[config.mk]
export PLATFORM = sky130hd
export DESIGN_NAME = isa_cycle_master
export DESIGN_NICKNAME = d
export VERILOG_FILES = /design/src/rtl/isa_cyc_pkg.sv /design/src/rtl/isa_cyc_seq.sv /design/src/rtl/isa_cyc_datapath.sv /design/src/rtl/isa_cycle_master.sv
export SDC_FILE = /design/constraint.sdc
export NUM_CORES = 1
export LEC_CHECK = 0
export ABC_AREA = 1
export BUFFER_PORTS_ARGS = -buffer_cell sky130_fd_sc_hd__buf_4
export CAP_MARGIN = 20
export CORE_ASPECT_RATIO = 0.8
export CORE_MARGIN = 2
export CORE_UTILIZATION = 25
export CTS_CLUSTER_DIAMETER = 30
export DETAILED_ROUTE_END_ITERATION = 12
export GPL_ROUTABILITY_DRIVEN = 0
export PLACE_DENSITY_LB_ADDON = 0.15
export SYNTH_ARGS = -nofsm -noshare
export SYNTH_HDL_FRONTEND = slang
export SYNTH_SLANG_ARGS = --single-unit
[constraint.sdc]
create_clock -name clk -period 1.52 [get_ports clk]
set_input_delay 0.076 -clock clk [delete_from_list [all_inputs] [get_ports clk]]
set_output_delay 0.076 -clock clk [all_outputs]
set_load 0.02 [all_outputs]
[src/rtl/isa_cyc_pkg.sv]
package isa_cyc_pkg;

    typedef enum logic [1:0] {
        PH_IDLE   = 2'd0,
        PH_SETUP  = 2'd1,
        PH_STROBE = 2'd2,
        PH_HOLD   = 2'd3
    } phase_t;

    typedef struct packed {
        logic wr;
        logic mem;
        logic wide;
    } kind_t;

    // Active-low strobe vector {ior_n, iow_n, memr_n, memw_n}
    function automatic logic [3:0] strobe_decode(kind_t k, logic active);
        logic [3:0] s;
        s = 4'b1111;
        if (active) begin
            unique case ({k.mem, k.wr})
                2'b00: s = 4'b0111;
                2'b01: s = 4'b1011;
                2'b10: s = 4'b1101;
                default: s = 4'b1110;
            endcase
        end
        return s;
    endfunction

endpackage

[src/rtl/isa_cyc_seq.sv]
module isa_cyc_seq
    import isa_cyc_pkg::*;
#(
    parameter int ADDR_SETUP = 33,
    parameter int DATA_SETUP = 4,
    parameter int STROBE_LEN = 50,
    parameter int HOLD_LEN   = 10
) (
    input  logic   clk,
    input  logic   rst,
    input  logic   start,
    output phase_t phase,
    output logic   drive_early,
    output logic   capture,
    output logic   done
);
    localparam int MAX_A = (ADDR_SETUP > STROBE_LEN) ? ADDR_SETUP : STROBE_LEN;
    localparam int MAX_L = (MAX_A > HOLD_LEN) ? MAX_A : HOLD_LEN;
    localparam int CW    = $clog2(MAX_L + 1);

    logic [CW-1:0] cnt;

    always_ff @(posedge clk) begin
        if (rst) begin
            phase <= PH_IDLE;
            cnt   <= '0;
        end else begin
            unique case (phase)
                PH_IDLE: begin
                    cnt <= '0;
                    if (start) phase <= PH_SETUP;
                end
                PH_SETUP: begin
                    if (cnt == CW'(ADDR_SETUP - 1)) begin
                        phase <= PH_STROBE;
                        cnt   <= '0;
                    end else begin
                        cnt <= cnt + 1'b1;
                    end
                end
                PH_STROBE: begin
                    if (cnt == CW'(STROBE_LEN - 1)) begin
                        phase <= PH_HOLD;
                        cnt   <= '0;
                    end else begin
                        cnt <= cnt + 1'b1;
                    end
                end
                default: begin
                    if (cnt == CW'(HOLD_LEN - 1)) begin
                        phase <= PH_IDLE;
                        cnt   <= '0;
                    end else begin
                        cnt <= cnt + 1'b1;
                    end
                end
            endcase
        end
    end

    assign drive_early = (phase == PH_SETUP) && (cnt >= CW'(ADDR_SETUP - DATA_SETUP));
    assign capture     = (phase == PH_STROBE) && (cnt == CW'(STROBE_LEN - 1));
    assign done        = (phase == PH_HOLD) && (cnt == CW'(HOLD_LEN - 1));

    // a strobe phase is only ever entered from a full setup phase
    p_setup_to_strobe_r9: assert property (@(posedge clk) disable iff (rst)
        (phase == PH_STROBE && $past(phase) != PH_STROBE) |-> $past(phase) == PH_SETUP);

endmodule

[src/rtl/isa_cyc_datapath.sv]
module isa_cyc_datapath
    import isa_cyc_pkg::*;
#(
    parameter int ADDR_W = 20,
    parameter int DATA_W = 16
) (
    input  logic              clk,
    input  logic              rst,
    input  logic              start,
    input  kind_t             req_kind,
    input  logic [ADDR_W-1:0] req_addr,
    input  logic [DATA_W-1:0] req_wdata,
    input  phase_t            phase,
    input  logic              drive_early,
    input  logic              capture,
    input  logic              done,
    input  logic [DATA_W-1:0] bus_din,
    output kind_t             kind_q,
    output logic [ADDR_W-1:0] bus_addr,
    output logic [DATA_W-1:0] bus_dout,
    output logic [DATA_W/8-1:0] bus_doe,
    output logic [DATA_W-1:0] rd_data,
    output logic              rd_valid
);
    localparam int LANES = DATA_W / 8;

    logic drive_win;

    always_ff @(posedge clk) begin
        if (rst) begin
            kind_q   <= '0;
            bus_addr <= '0;
            bus_dout <= '0;
            rd_valid <= 1'b0;
        end else begin
            rd_valid <= done && !kind_q.wr;
            if (start) begin
                kind_q   <= req_kind;
                bus_addr <= req_addr;
                bus_dout <= req_wdata;
            end
        end
    end

    assign drive_win = kind_q.wr &&
        (drive_early || phase == PH_STROBE || phase == PH_HOLD);

    for (genvar g = 0; g < LANES; g++) begin : g_lane
        if (g == 0) begin : g_low
            assign bus_doe[g] = drive_win;
            always_ff @(posedge clk) begin
                if (rst)          rd_data[7:0] <= '0;
                else if (capture) rd_data[7:0] <= bus_din[7:0];
            end
        end else begin : g_high
            assign bus_doe[g] = drive_win && kind_q.wide;
            always_ff @(posedge clk) begin
                if (rst)
                    rd_data[g*8 +: 8] <= '0;
                else if (capture)
                    rd_data[g*8 +: 8] <= kind_q.wide ? bus_din[g*8 +: 8] : 8'h00;
            end
        end
    end

    // a byte-wide read never returns a nonzero upper byte
    p_narrow_upper_zero_r7: assert property (@(posedge clk) disable iff (rst)
        (rd_valid && !kind_q.wide) |-> rd_data[DATA_W-1:8] == '0);

    // upper lane is never enabled without the lower lane
    p_lane_order_r7: assert property (@(posedge clk) disable iff (rst)
        (bus_doe[LANES-1] |-> bus_doe[0]));

endmodule

[src/rtl/isa_cycle_master.sv]
module isa_cycle_master
    import isa_cyc_pkg::*;
#(
    parameter int ADDR_W     = 20,
    parameter int DATA_W     = 16,
    parameter int ADDR_SETUP = 33,
    parameter int DATA_SETUP = 4,
    parameter int STROBE_LEN = 50,
    parameter int HOLD_LEN   = 10
) (
    input  logic              clk,
    input  logic              rst,
    input  logic              req,
    input  logic              req_wr,
    input  logic              req_mem,
    input  logic              req_wide,
    input  logic [ADDR_W-1:0] req_addr,
    input  logic [DATA_W-1:0] req_wdata,
    output logic              busy,
    output logic [DATA_W-1:0] rd_data,
    output logic              rd_valid,
    output logic [ADDR_W-1:0] bus_addr,
    output logic [DATA_W-1:0] bus_dout,
    output logic [DATA_W/8-1:0] bus_doe,
    input  logic [DATA_W-1:0] bus_din,
    output logic              ior_n,
    output logic              iow_n,
    output logic              memr_n,
    output logic              memw_n
);
    phase_t phase;
    logic   start, drive_early, capture, done;
    kind_t  req_kind, kind_q;
    logic [3:0] strobes_n;

    assign req_kind = '{wr: req_wr, mem: req_mem, wide: req_wide};
    assign start    = req && (phase == PH_IDLE);
    assign busy     = (phase != PH_IDLE);

    isa_cyc_seq #(
        .ADDR_SETUP(ADDR_SETUP), .DATA_SETUP(DATA_SETUP),
        .STROBE_LEN(STROBE_LEN), .HOLD_LEN(HOLD_LEN)
    ) u_seq (
        .clk(clk), .rst(rst), .start(start), .phase(phase),
        .drive_early(drive_early), .capture(capture), .done(done)
    );

    isa_cyc_datapath #(.ADDR_W(ADDR_W), .DATA_W(DATA_W)) u_dp (
        .clk(clk), .rst(rst), .start(start), .req_kind(req_kind),
        .req_addr(req_addr), .req_wdata(req_wdata), .phase(phase),
        .drive_early(drive_early), .capture(capture), .done(done),
        .bus_din(bus_din), .kind_q(kind_q), .bus_addr(bus_addr),
        .bus_dout(bus_dout), .bus_doe(bus_doe), .rd_data(rd_data),
        .rd_valid(rd_valid)
    );

    assign strobes_n = strobe_decode(kind_q, phase == PH_STROBE);
    assign {ior_n, iow_n, memr_n, memw_n} = strobes_n;

    // never more than one strobe low
    p_single_strobe_r3: assert property (@(posedge clk) disable iff (rst)
        $countones(strobes_n) >= 3);

    // no data drive while a read strobe is low
    p_no_drive_on_read_r6: assert property (@(posedge clk) disable iff (rst)
        (!ior_n || !memr_n) |-> bus_doe == '0);

    // address held for the whole busy window
    p_addr_stable_r2: assert property (@(posedge clk) disable iff (rst)
        (busy && $past(busy)) |-> $stable(bus_addr));

    // read-data pulse only once the cycle is over
    p_valid_after_cycle_r5: assert property (@(posedge clk) disable iff (rst)
        rd_valid |-> (!busy && $fell(busy)));

    // a request while busy does not restart the cycle
    p_busy_ignores_req_r8: assert property (@(posedge clk) disable iff (rst)
        (busy && phase != PH_HOLD) |=> busy);

endmodule

==> impl_results.md, run 1 <==
* Final Hold Fails at 0
* DR vias/cell at around 4.2
* Setup-failing EPs final at 6
* Initial Util at between 20% and 30%
* N_diodes at 0
* Mean area per synthesized cell at 7.67 um^2
* RSZ-0062 raised after global routing: yes
* Most frequent cells in the layout: 127 x buf_4, 97 x nor2_1, 62 x dfxtp_1, 36 x o21ai_0, 19 x dlygate4sd3_1
* Maximum vdd drop at 0.929 mV
* Layout Cells excl Fill at slightly above 600
* DRC Markers at 0
* Global-route wire length before repair at 11,300 um
* Measured slew at the worst slew-check pin at between 300 and 400 ps
* Die H at around 94 um
* WHS at 9.16 ps
* Synth Register Bits at 64
* Worst Clk Skew at 6.61 ps
* Critical Path RT at approximately 1400 ps
* Worst setup EP type: output port
* Num CTS Buffers at 9
* Initial DRC Count at about 120
* Final Cycle Share at 107%
* Core area at about 10000 um^2
* Cell variety after synth at 24
* Sequential area share after synthesis at 50.7%
* Startpoint types: flip-flop
* Most Used Layer, Global Route: met2
* Largest net degree at the start of global routing at 38
* Grt ovf at 0
* Port Buffers at between 100 and 150
* Clock transition at the registers of the reported paths at roughly 50 ps
* Clock root buffer: clkbuf_16
* DR vias at 2,581
* Static Leakage at about 1.9 nW
* Failing checks: negative setup slack
* Antenna Nets Post-Route at 0
* Total of max-cap violations at 0
* H-tree Lvls at 3
* Commonest non-fill, non-tap cell in the layout: buf_4
* Worst slew margin at ~76%
* Synthesis Warnings at 0
* Placed insts at between 500 and 600
* CTS tree: done
* Status: finished with violations
* Post-Synthesis Cell Area at 2520 um^2
* First-pass DRT Iterations at 4
* Pwr/cell area at about 1500 nW/um^2
* Min cycle time layout at around 1600 ps
* CTS max path bufs at 2
* Grt met3 use at 6.84%
* Final WS setup at -106 ps
* Layout cells sized above 1 at between 30% and 40%
* Sink Count at 64
* Rows at 32
* Worst-skew pair later-pin latency at between 300 and 400 ps
* Slew Viols, Final at 0
* Gate Count Post-Synth at 329
* Synth-to-Final Area Change at 67.9%
* CP Class: reg2out
* Die area at between 10,000 and 15,000 um^2
* GRT Total Usage at 13.4%
* Max Clk Rate at 615 MHz
* # IOs at approximately 120
* Mapped Nets at roughly 400
* Initial antenna violation count at 0
* GRT met1 Usage at 15.8%
* HP Class: in2reg
* Die W at around 120 um
* Layout Nets at 542
* Worst Path Arrival at roughly 1600 ps
* Crit Path Max Fanout at 3
* DP HPWL at 5050 um
* WL/cell at approximately 12 um
* Grt met2 use at between 20% and 30%
* Post-Route WL at between 7000 and 8000 um
* Vias in the first global route at roughly 2,500
[sequential cells by signal, summed over array words and instances, names as in the netlist]
register and count:
u_dp.rd_valid 1, u_dp.bus_dout 16, u_seq.phase 2, u_seq.cnt 6, u_dp.bus_addr 20, u_dp.rd_data 16
u_dp.kind_q 3
[kinds of logic after synthesis]
logic type | synth area share [%]
adder cells (fa/ha/maj) | 3.96
buffers and inverters | 6.94
XOR/XNOR | 1.39
flip-flops | 50.7
AO/OA/AOI/OAI | 12.6
AND/OR/NAND/NOR | 24.3
[final cells by class]
class	instances	area [um^2]
fill	1006	5490
clock inverter	1	5.00
multi-input combinational	227	1200
timing repair buffer	154	1240
sequential	64	1290
tap	136	170
inverter	20	90.1
clock buffer	13	250
[path summary, 6_finish.rpt]
path                                       start               end  slack, ps  depth (start not counted)
worst max-delay path                u_seq.cnt[0]        bus_doe[1]       -110                          9
worst min-delay path                 req_addr[5]  u_dp.bus_addr[5]          9                          3
worst max register to register      u_seq.cnt[1]  u_dp.rd_data[14]        -50                         11
worst min register to register  u_dp.rd_data[13]  u_dp.rd_data[13]        470                          2
[synth_stat cells (all sizes together)]
master / count / share of area (%)
nor2: 106 / 16
dfxtp: 64 / 51
o21ai: 48 / 9.7
nand2: 26 / 4.0
inv: 20 / 3.0
nand3: 16 / 3.2
a21oi: 15 / 3.0
buf: 9 / 2.6
clkbuf: 9 / 1.4
ha: 8 / 4.0
nor3: 3 / 0.59
xor2: 3 / 1.0
and2: 1 / 0.25
xnor2: 1 / 0.35
[timing repair]
action	4_1_cts	5_1_grt
resized for setup	13	49
buffers inserted	5	4
cloned	0	1
pin swaps	5	12
hold buffers	19	0
endpoints found under the hold margin	19	0
endpoints found under the setup margin	22	26
[critical path, cell delays in order, from the launching register on]
cell	delay (ps)
dfxtp_4	360
inv_2	60
ha_4	150
nand2_2	60
nand3_2	70
nand2_2	70
nand2_2	60
a21oi_4	140
and2_4	150
buf_6	110
[stage by stage]
stage                     worst slack, ps  TNS [ps]  instance area [um^2]  power, mW  util [%]
after global routing                 -187     -2490                  4240       6.61      43.6
after floorplan                       156         0                  2520       3.38         -
after CTS                            -168      -227                  4060       6.17      41.7
after detailed placement           -0.912     -1.85                  3550       4.20      36.4
final                                -106      -323                  4240       6.18      43.6
after global placement               43.7         0                  3550       4.18      36.4
[routing by layer]
metal | vias to the layer above | part of all wire (%)
li1 | 1335 | -
met5 | - | 0
met1 | 1137 | 45
met3 | 9 | 11
met2 | 100 | 43
met4 | 0 | 1.2
[power breakdown]
group | total [mW] | internal, mW | switching, mW
registers | 2.23 | 2.02 | 0.209
clock network | 1.78 | 1.13 | 0.658
logic | 2.17 | 0.931 | 1.24
Power figures use the tool's default switching activity.
==> run 2, diff against run 1 <==
==> constraint.sdc (replaced) <==
create_clock -name clk -period 1.7 [get_ports clk]
set_input_delay 0.085 -clock clk [delete_from_list [all_inputs] [get_ports clk]]
set_output_delay 0.085 -clock clk [all_outputs]
set_load 0.05 [all_outputs]
==> impl_results.md, run 2 (synthesis gave the netlist of run 1 again) <==
* Static Leakage at 1.85 nW (was 1.89 nW)
* H-tree Lvls at 3 (unchanged)
* CP max stage delay at 330 ps (was 360 ps)
* Initial antenna violation count at 0 (unchanged)
* RSZ-0062 raised after global routing: yes (unchanged)
* Switching power at 2.48 mW (was 2.11 mW)
* WL/cell at 12.0 um (was 12.2 um)
* Flop pwr share at 32.0% (was 36.0%)
* Global-route wire length before repair at 11,200 um (was 11,300 um)
* Final Util at 41.5% (was 43.6%)
* Setup slack, reg-to-reg at 130 ps (was -50 ps)
* Register bank with the most flops: u_dp.bus_addr (unchanged)
* Total of max-cap violations at 0 (unchanged)
* Setup TNS Final at 0 ps (was -323 ps)
* Num CTS Buffers at 9 (unchanged)
* Startpoint types: flip-flop (unchanged)
* Final Cycle Share at about 100%
* Clock power share at 28.6% (was 28.9%)
* DR vias at 2,486 (was 2,581)
* Int Pwr at 3.76 mW (was 4.07 mW)
* Post-Route WL at 7270 um (was 7500 um)
* N_diodes at 0 (unchanged)
* Placed insts at 569 (was 572)
* Maximum vdd drop at 0.703 mV (was 0.929 mV)
* Status: completed (was finished with violations)
* Setup-failing EPs final at 0 (was 6)
* Critical Path RT at 1620 ps (was 1440 ps)
* CTS max path bufs at 2 (unchanged)
* Sw Share at 39.8% (was 34.1%)
* Crit path cell chain: inv_4 > ha_4 > inv_2 > nand2_1 > nand3_1 > nand2_1 > nand2_1 > a21oi_2 > and2_4 > buf_8 (was inv_2 > ha_4 > nand2_2 > nand3_2 > nand2_2 > nand2_2 > a21oi_4 > and2_4 > buf_6)
* Layout cells sized above 1 at 34.8% (was 39.2%)
* CP Class: reg2out (unchanged)
* Core area at 9730 um^2 (unchanged)
* Clock transition at the registers of the reported paths at 50 ps (about the same)
* DP HPWL at 5000 um (was 5050 um)
* DR vias/cell at 4.12 (was 4.20)
* Top sig layer: met4 (unchanged)
* Max FFs per register at 20 (unchanged)
* Final Hold Fails at 0 (unchanged)
* Layout Nets at 530 (was 542)
* Port Buffers at 117 (unchanged)
* Routed wl met3 at 841 um (was 794 um)
* Top flop regs: u_dp.bus_addr: 20 flops, u_dp.bus_dout: 16 flops, u_dp.rd_data: 16 flops (unchanged)
* Slew Viols, Final at 0 (unchanged)
* Grt ovf at 0 (unchanged)
* DRC Markers at 0 (unchanged)
* Worst Path Arrival at 1610 ps (was 1550 ps)
* Sink Count at 64 (unchanged)
* Dpl cell area at 3510 um^2 (was 3550 um^2)
* M1 WL at 3240 um (was 3360 um)
* HP Class: in2reg (unchanged)
* Final WS setup at 8.01 ps (was -106 ps)
* Worst setup EP type: output port (unchanged)
* Min cycle time layout at 1690 ps
* Synth-to-Final Area Change at 59.8% (was 67.9%)
* Initial DRC Count at 71 (was 123)
* Pwr/cell area at 1550 nW/um^2 (was 1460 nW/um^2)
* Critical path origin: u_seq.cnt[1] (was u_seq.cnt[0])
* Hold_sp: req_wdata[0] (was req_addr[5])
* # IOs at 118 (unchanged)
* Crit-path most repeated cell: nand2_1 (was nand2_2)
* Slowest CP cell: dfxtp_2 (was dfxtp_4)
* Crit Path Max Fanout at 3 (unchanged)
* Worst slew margin at 73.8% (was 76.4%)
* Post-route cell area at 4040 um^2 (was 4240 um^2)
* Clock root buffer: clkbuf_16 (unchanged)
* Largest net degree at the start of global routing at 38 (unchanged)
* First-pass DRT Iterations at 4 (unchanged)
* Worst Clk Skew at 3.17 ps (was 6.61 ps)
* Initial Util at 26.0% (unchanged)
* Rows at 32 (unchanged)
* WHS at 10.3 ps (was 9.16 ps)
* GRT Total Usage at 13.5% (was 13.4%)
* Antenna Nets Post-Route at 0 (unchanged)
* Die area at 10,900 um^2 (unchanged)
* Die W at 116 um (unchanged)
* Max Clk Rate at 591 MHz
* Worst-skew pair later-pin latency at 330 ps (was 320 ps)
* Overall Power at 6.25 mW (was 6.18 mW)
* Gate power share at 39.5% (was 35.1%)
* Most frequent cells in the layout: 128 x buf_4, 102 x nor2_1, 62 x dfxtp_1, 44 x o21ai_0, 24 x nand2_1 (was 127 x buf_4, 97 x nor2_1, 62 x dfxtp_1, 36 x o21ai_0, 19 x dlygate4sd3_1)
* R2r startpoint: u_seq.cnt[1] (unchanged)
* Vias in the first global route at 2,371 (was 2,450)
* Place WS at 158 ps (was -0.912 ps)
* Commonest non-fill, non-tap cell in the layout: buf_4 (unchanged)
* Die H at 93.9 um (unchanged)
* Measured slew at the worst slew-check pin at 393 ps (was 354 ps)
* Layout Cells excl Fill at 604 (was 615)
* CTS tree: done (unchanged)
* Metal2 WL at 3080 um (was 3260 um)
run 2: changes by cell type in the layout (fill, tap and decap cells not counted), sizes merged:
| cell | previous run | this run |
|---|---|---|
| bufinv | 0 | 1 |
| clkinv | 1 | 3 |
| dlygate4sd3 | 19 | 13 |
| buf | 135 | 129 |
| clkbuf | 13 | 11 |
run 2: timing repair:
action / CTS / global route
pin swaps: 5 / 5
hold buffers: 13 / 0
setup buffers: 4 / 3
setup endpoints to repair: 2 / 38
hold endpoints to repair: 13 / 0
resized for setup: 12 / 7
run 2: layer usage:
layer | GRT usage, % | up-vias
met1 | 15.8 | 1059
met5 | 0 | -
met2 | 20.3 | 103
met4 | 5.06 | 0
met3 | 7.94 | 12
li1 | - | 1312
run 2: layout make-up:
cell class,instances,area (um^2)
fillers,1000,5690
repair buffers,142,1110
inverters,20,80.1
multi-input cells,227,1100
clock inverters,4,45.0
well taps,136,170
flip-flops and latches,64,1290
clock buffers,11,243
run 2: worst paths after layout:
kind                                    endpoint  depth (start not counted)
worst min-delay path            u_dp.bus_dout[0]                          3
worst max-delay path                  bus_doe[1]                         10
worst min register to register  u_dp.rd_data[13]                          2
worst max register to register      u_seq.cnt[0]                         11
run 2: worst max-delay path, delay by kind of cell, from the launching register on:
kind	cells	cell delay, ps
adders and majority gates	1	130
AOI/OAI and AO/OA	1	150
and+or+nand+nor	5	420
DFF	1	330
buffers and inverters	3	250
run 2: power groups by stage:
| stage | registers (mW) | logic (mW) | clock network, mW |
|---|---|---|---|
| after floorplan | 2.81 | 0.818 | 0 |
| after global placement | 2.00 | 2.32 | 0 |
| after detailed placement | 2.01 | 2.32 | 0 |
| after CTS | 2.00 | 2.42 | 1.85 |
| after global routing | 2.04 | 2.66 | 1.91 |
| final | 2.00 | 2.46 | 1.79 |
==> run 3, diff against run 2 <==
Settings changed: CORE_ASPECT_RATIO 0.8 to 1.4, CTS_BUF_LIST set to sky130_fd_sc_hd__clkbuf_8.
==> impl_results.md, run 3 (synthesis gave the netlist of run 1 again) <==
* Status: completed (unchanged)
* Post-route cell area at 4310 um^2 (was 4040 um^2)
* Startpoint types: flip-flop (unchanged)
* WL/cell at 11.4 um (was 12.0 um)
* Measured slew at the worst slew-check pin at 402 ps (was 393 ps)
* CP Class: reg2out (unchanged)
* H-tree Lvls at 3 (unchanged)
* CTS max path bufs at 2 (unchanged)
* Buf/Inv on CP at 2 (was 3)
* Worst path top cell family by delay: simple AND/OR/NAND/NOR gates (unchanged)
* Synth-to-Final Area Change at 70.6% (was 59.8%)
* Initial antenna violation count at 0 (unchanged)
* Clock root buffer: clkbuf_8 (was clkbuf_16)
* Max FFs per register at 20 (unchanged)
* First-pass DRT Iterations at 4 (unchanged)
* Placed insts at 567 (was 569)
* Worst setup EP type: output port (unchanged)
* Worst Path Arrival at 1580 ps (was 1610 ps)
* CP max stage delay at 380 ps (was 330 ps)
* Setup-failing EPs final at 0 (unchanged)
* DR vias at 2,677 (was 2,486)
* Top flop regs: u_dp.bus_addr: 20 flops, u_dp.bus_dout: 16 flops, u_dp.rd_data: 16 flops (unchanged)
* Antenna Nets Post-Route at 0 (unchanged)
* RSZ-0062 raised after global routing: yes (unchanged)
* Hold_sp: req_wdata[5] (was req_wdata[0])
* Final Hold Fails at 0 (unchanged)
* Sw Share at 42.6% (was 39.8%)
* DRC Markers at 0 (unchanged)
* N_diodes at 0 (unchanged)
* Flop pwr share at 34.6% (was 32.0%)
* Clock transition at the registers of the reported paths at 70 ps (was 50 ps)
* Register bank with the most flops: u_dp.bus_addr (unchanged)
* Die area at 10,900 um^2 (about the same)
* Crit Path Max Fanout at 3 (unchanged)
* Vias in the first global route at 2,662 (was 2,371)
* CTS tree: done (unchanged)
* Gate power share at 43.5% (was 39.5%)
* R2r startpoint: u_seq.cnt[1] (unchanged)
* Sink Count at 64 (unchanged)
* # IOs at 118 (unchanged)
* Die H at 123 um (was 93.9 um)
* Multi-input gate area at 1120 um^2 (was 1100 um^2)
* Overall Power at 5.76 mW (was 6.25 mW)
* DP HPWL at 4970 um (was 5000 um)
* Critical path origin: u_seq.cnt[0] (was u_seq.cnt[1])
* Sequential cell area at 1290 um^2 (about the same)
* Int Pwr at 3.31 mW (was 3.76 mW)
* Core area at 9850 um^2 (was 9730 um^2)
* Final Cycle Share at 98.0% (was 99.5%)
* Critical Path RT at 1620 ps (about the same)
* Total of max-cap violations at 0 (unchanged)
* Most frequent cells in the layout: 123 x buf_4, 102 x nor2_1, 61 x dfxtp_1, 51 x dlygate4sd3_1, 44 x o21ai_0 (was 128 x buf_4, 102 x nor2_1, 62 x dfxtp_1, 44 x o21ai_0, 24 x nand2_1)
* Worst Clk Skew at 5.70 ps (was 3.17 ps)
* Layout Cells excl Fill at 637 (was 604)
* Port Buffers at 117 (unchanged)
* Commonest non-fill, non-tap cell in the layout: buf_4 (unchanged)
* Initial DRC Count at 37 (was 71)
* Min cycle time layout at 1670 ps (was 1690 ps)
* Global-route wire length before repair at 11,600 um (was 11,200 um)
* DR vias/cell at 4.20 (was 4.12)
* Slew Viols, Final at 0 (unchanged)
* Worst slew margin at 73.2% (was 73.8%)
* Largest net degree at the start of global routing at 42 (was 38)
* Num CTS Buffers at 9 (unchanged)
* Worst-skew pair later-pin latency at 340 ps (was 330 ps)
* Layout cells sized above 1 at 32.5% (was 34.8%)
* Slowest CP cell: dfxtp_4 (was dfxtp_2)
* Rows at 43 (was 32)
* Grt ovf at 0 (unchanged)
* Dpl cell area at 3500 um^2 (was 3510 um^2)
* Crit path cell chain: inv_4 > ha_4 > nand2_2 > nand3_2 > nand2_1 > nand2_1 > a21oi_2 > and2_4 > buf_8 (was inv_4 > ha_4 > inv_2 > nand2_1 > nand3_1 > nand2_1 > nand2_1 > a21oi_2 > and2_4 > buf_8)
* Post-Route WL at 7270 um (about the same)
* Initial Util at 25.6% (was 26.0%)
* Pwr/cell area at 1340 nW/um^2 (was 1550 nW/um^2)
* GRT Total Usage at 13.8% (was 13.5%)
* Maximum vdd drop at 0.734 mV (was 0.703 mV)
* Crit-path most repeated cell: nand2_1 (unchanged)
* Layout Nets at 564 (was 530)
* Die W at 88.9 um (was 116 um)
* Switching power at 2.45 mW (was 2.48 mW)
* Max Clk Rate at 600 MHz (was 591 MHz)
* Static Leakage at 1.94 nW (was 1.85 nW)
* Clock power share at 21.8% (was 28.6%)
* Fill cell count at 997 (was 1,000)
* HP Class: in2reg (unchanged)
* Setup slack, reg-to-reg at 180 ps (was 130 ps)
[run 3: worst paths after layout]
path | end | depth (start not counted)
worst min register to register | u_dp.rd_data[12] | 2
worst min-delay path | u_dp.bus_dout[5] | 3
worst max register to register | u_dp.rd_data[14] | 10
worst max-delay path | bus_doe[1] | 9
[run 3: what timing repair did]
| item | in CTS | in global routing |
|---|---|---|
| resized for setup | 12 | 13 |
| setup endpoints to repair | 2 | 4 |
| buffers inserted | 3 | 1 |
| gates cloned | 0 | 0 |
| endpoints found under the hold margin | 50 | 0 |
| pin swaps | 5 | 4 |
| hold buffers | 51 | 0 |
[run 3: cell type report]
type                            count  share of cell area, %
Clock buffer                        9                   2.88
Clock inverter                      6                   1.42
Inverter                           20                   1.92
Multi-Input combinational cell    227                   26.1
Sequential cell                    64                   29.9
Tap cell                          135                   3.92
Timing Repair Buffer              176                   33.9
[run 3: power by group through the flow]
| stage | logic [mW] | clock network, mW | registers [mW] |
|---|---|---|---|
| after floorplan | 0.818 | 0 | 2.81 |
| after global placement | 2.30 | 0 | 2.01 |
| after detailed placement | 2.32 | 0 | 2.01 |
| after CTS | 2.47 | 1.31 | 1.99 |
| after global routing | 2.73 | 1.38 | 2.04 |
| final | 2.51 | 1.26 | 2.00 |
[run 3: through the flow]
stage	setup slack (ps)	setup TNS (ps)	hold WS (ps)	util, %
2_1_floorplan	194	0	213	-
3_3_place_gp	217	0	314	35.6
3_5_place_dp	174	0	317	35.6
4_1_cts	-48.0	-48.0	1.50	43.2
5_1_grt	-63.0	-63.0	12.6	43.7
6_report	33.8	0	15.2	43.7
[run 3: routing by layer]
layer,global-route usage [%],vias to the layer above,routed length (um)
li1,-,1380,-
met1,14.4,1184,2950
met2,23.6,101,3500
met3,5.74,12,671
met4,7.00,0,145
met5,0,-,0
[run 3: tightest hold or removal path: cells and delay by family]
kind                   cells  cell delay [ps]
AND/OR/NAND/NOR            1               90
buffers and inverters      1               80
AO/OA/AOI/OAI              1               80
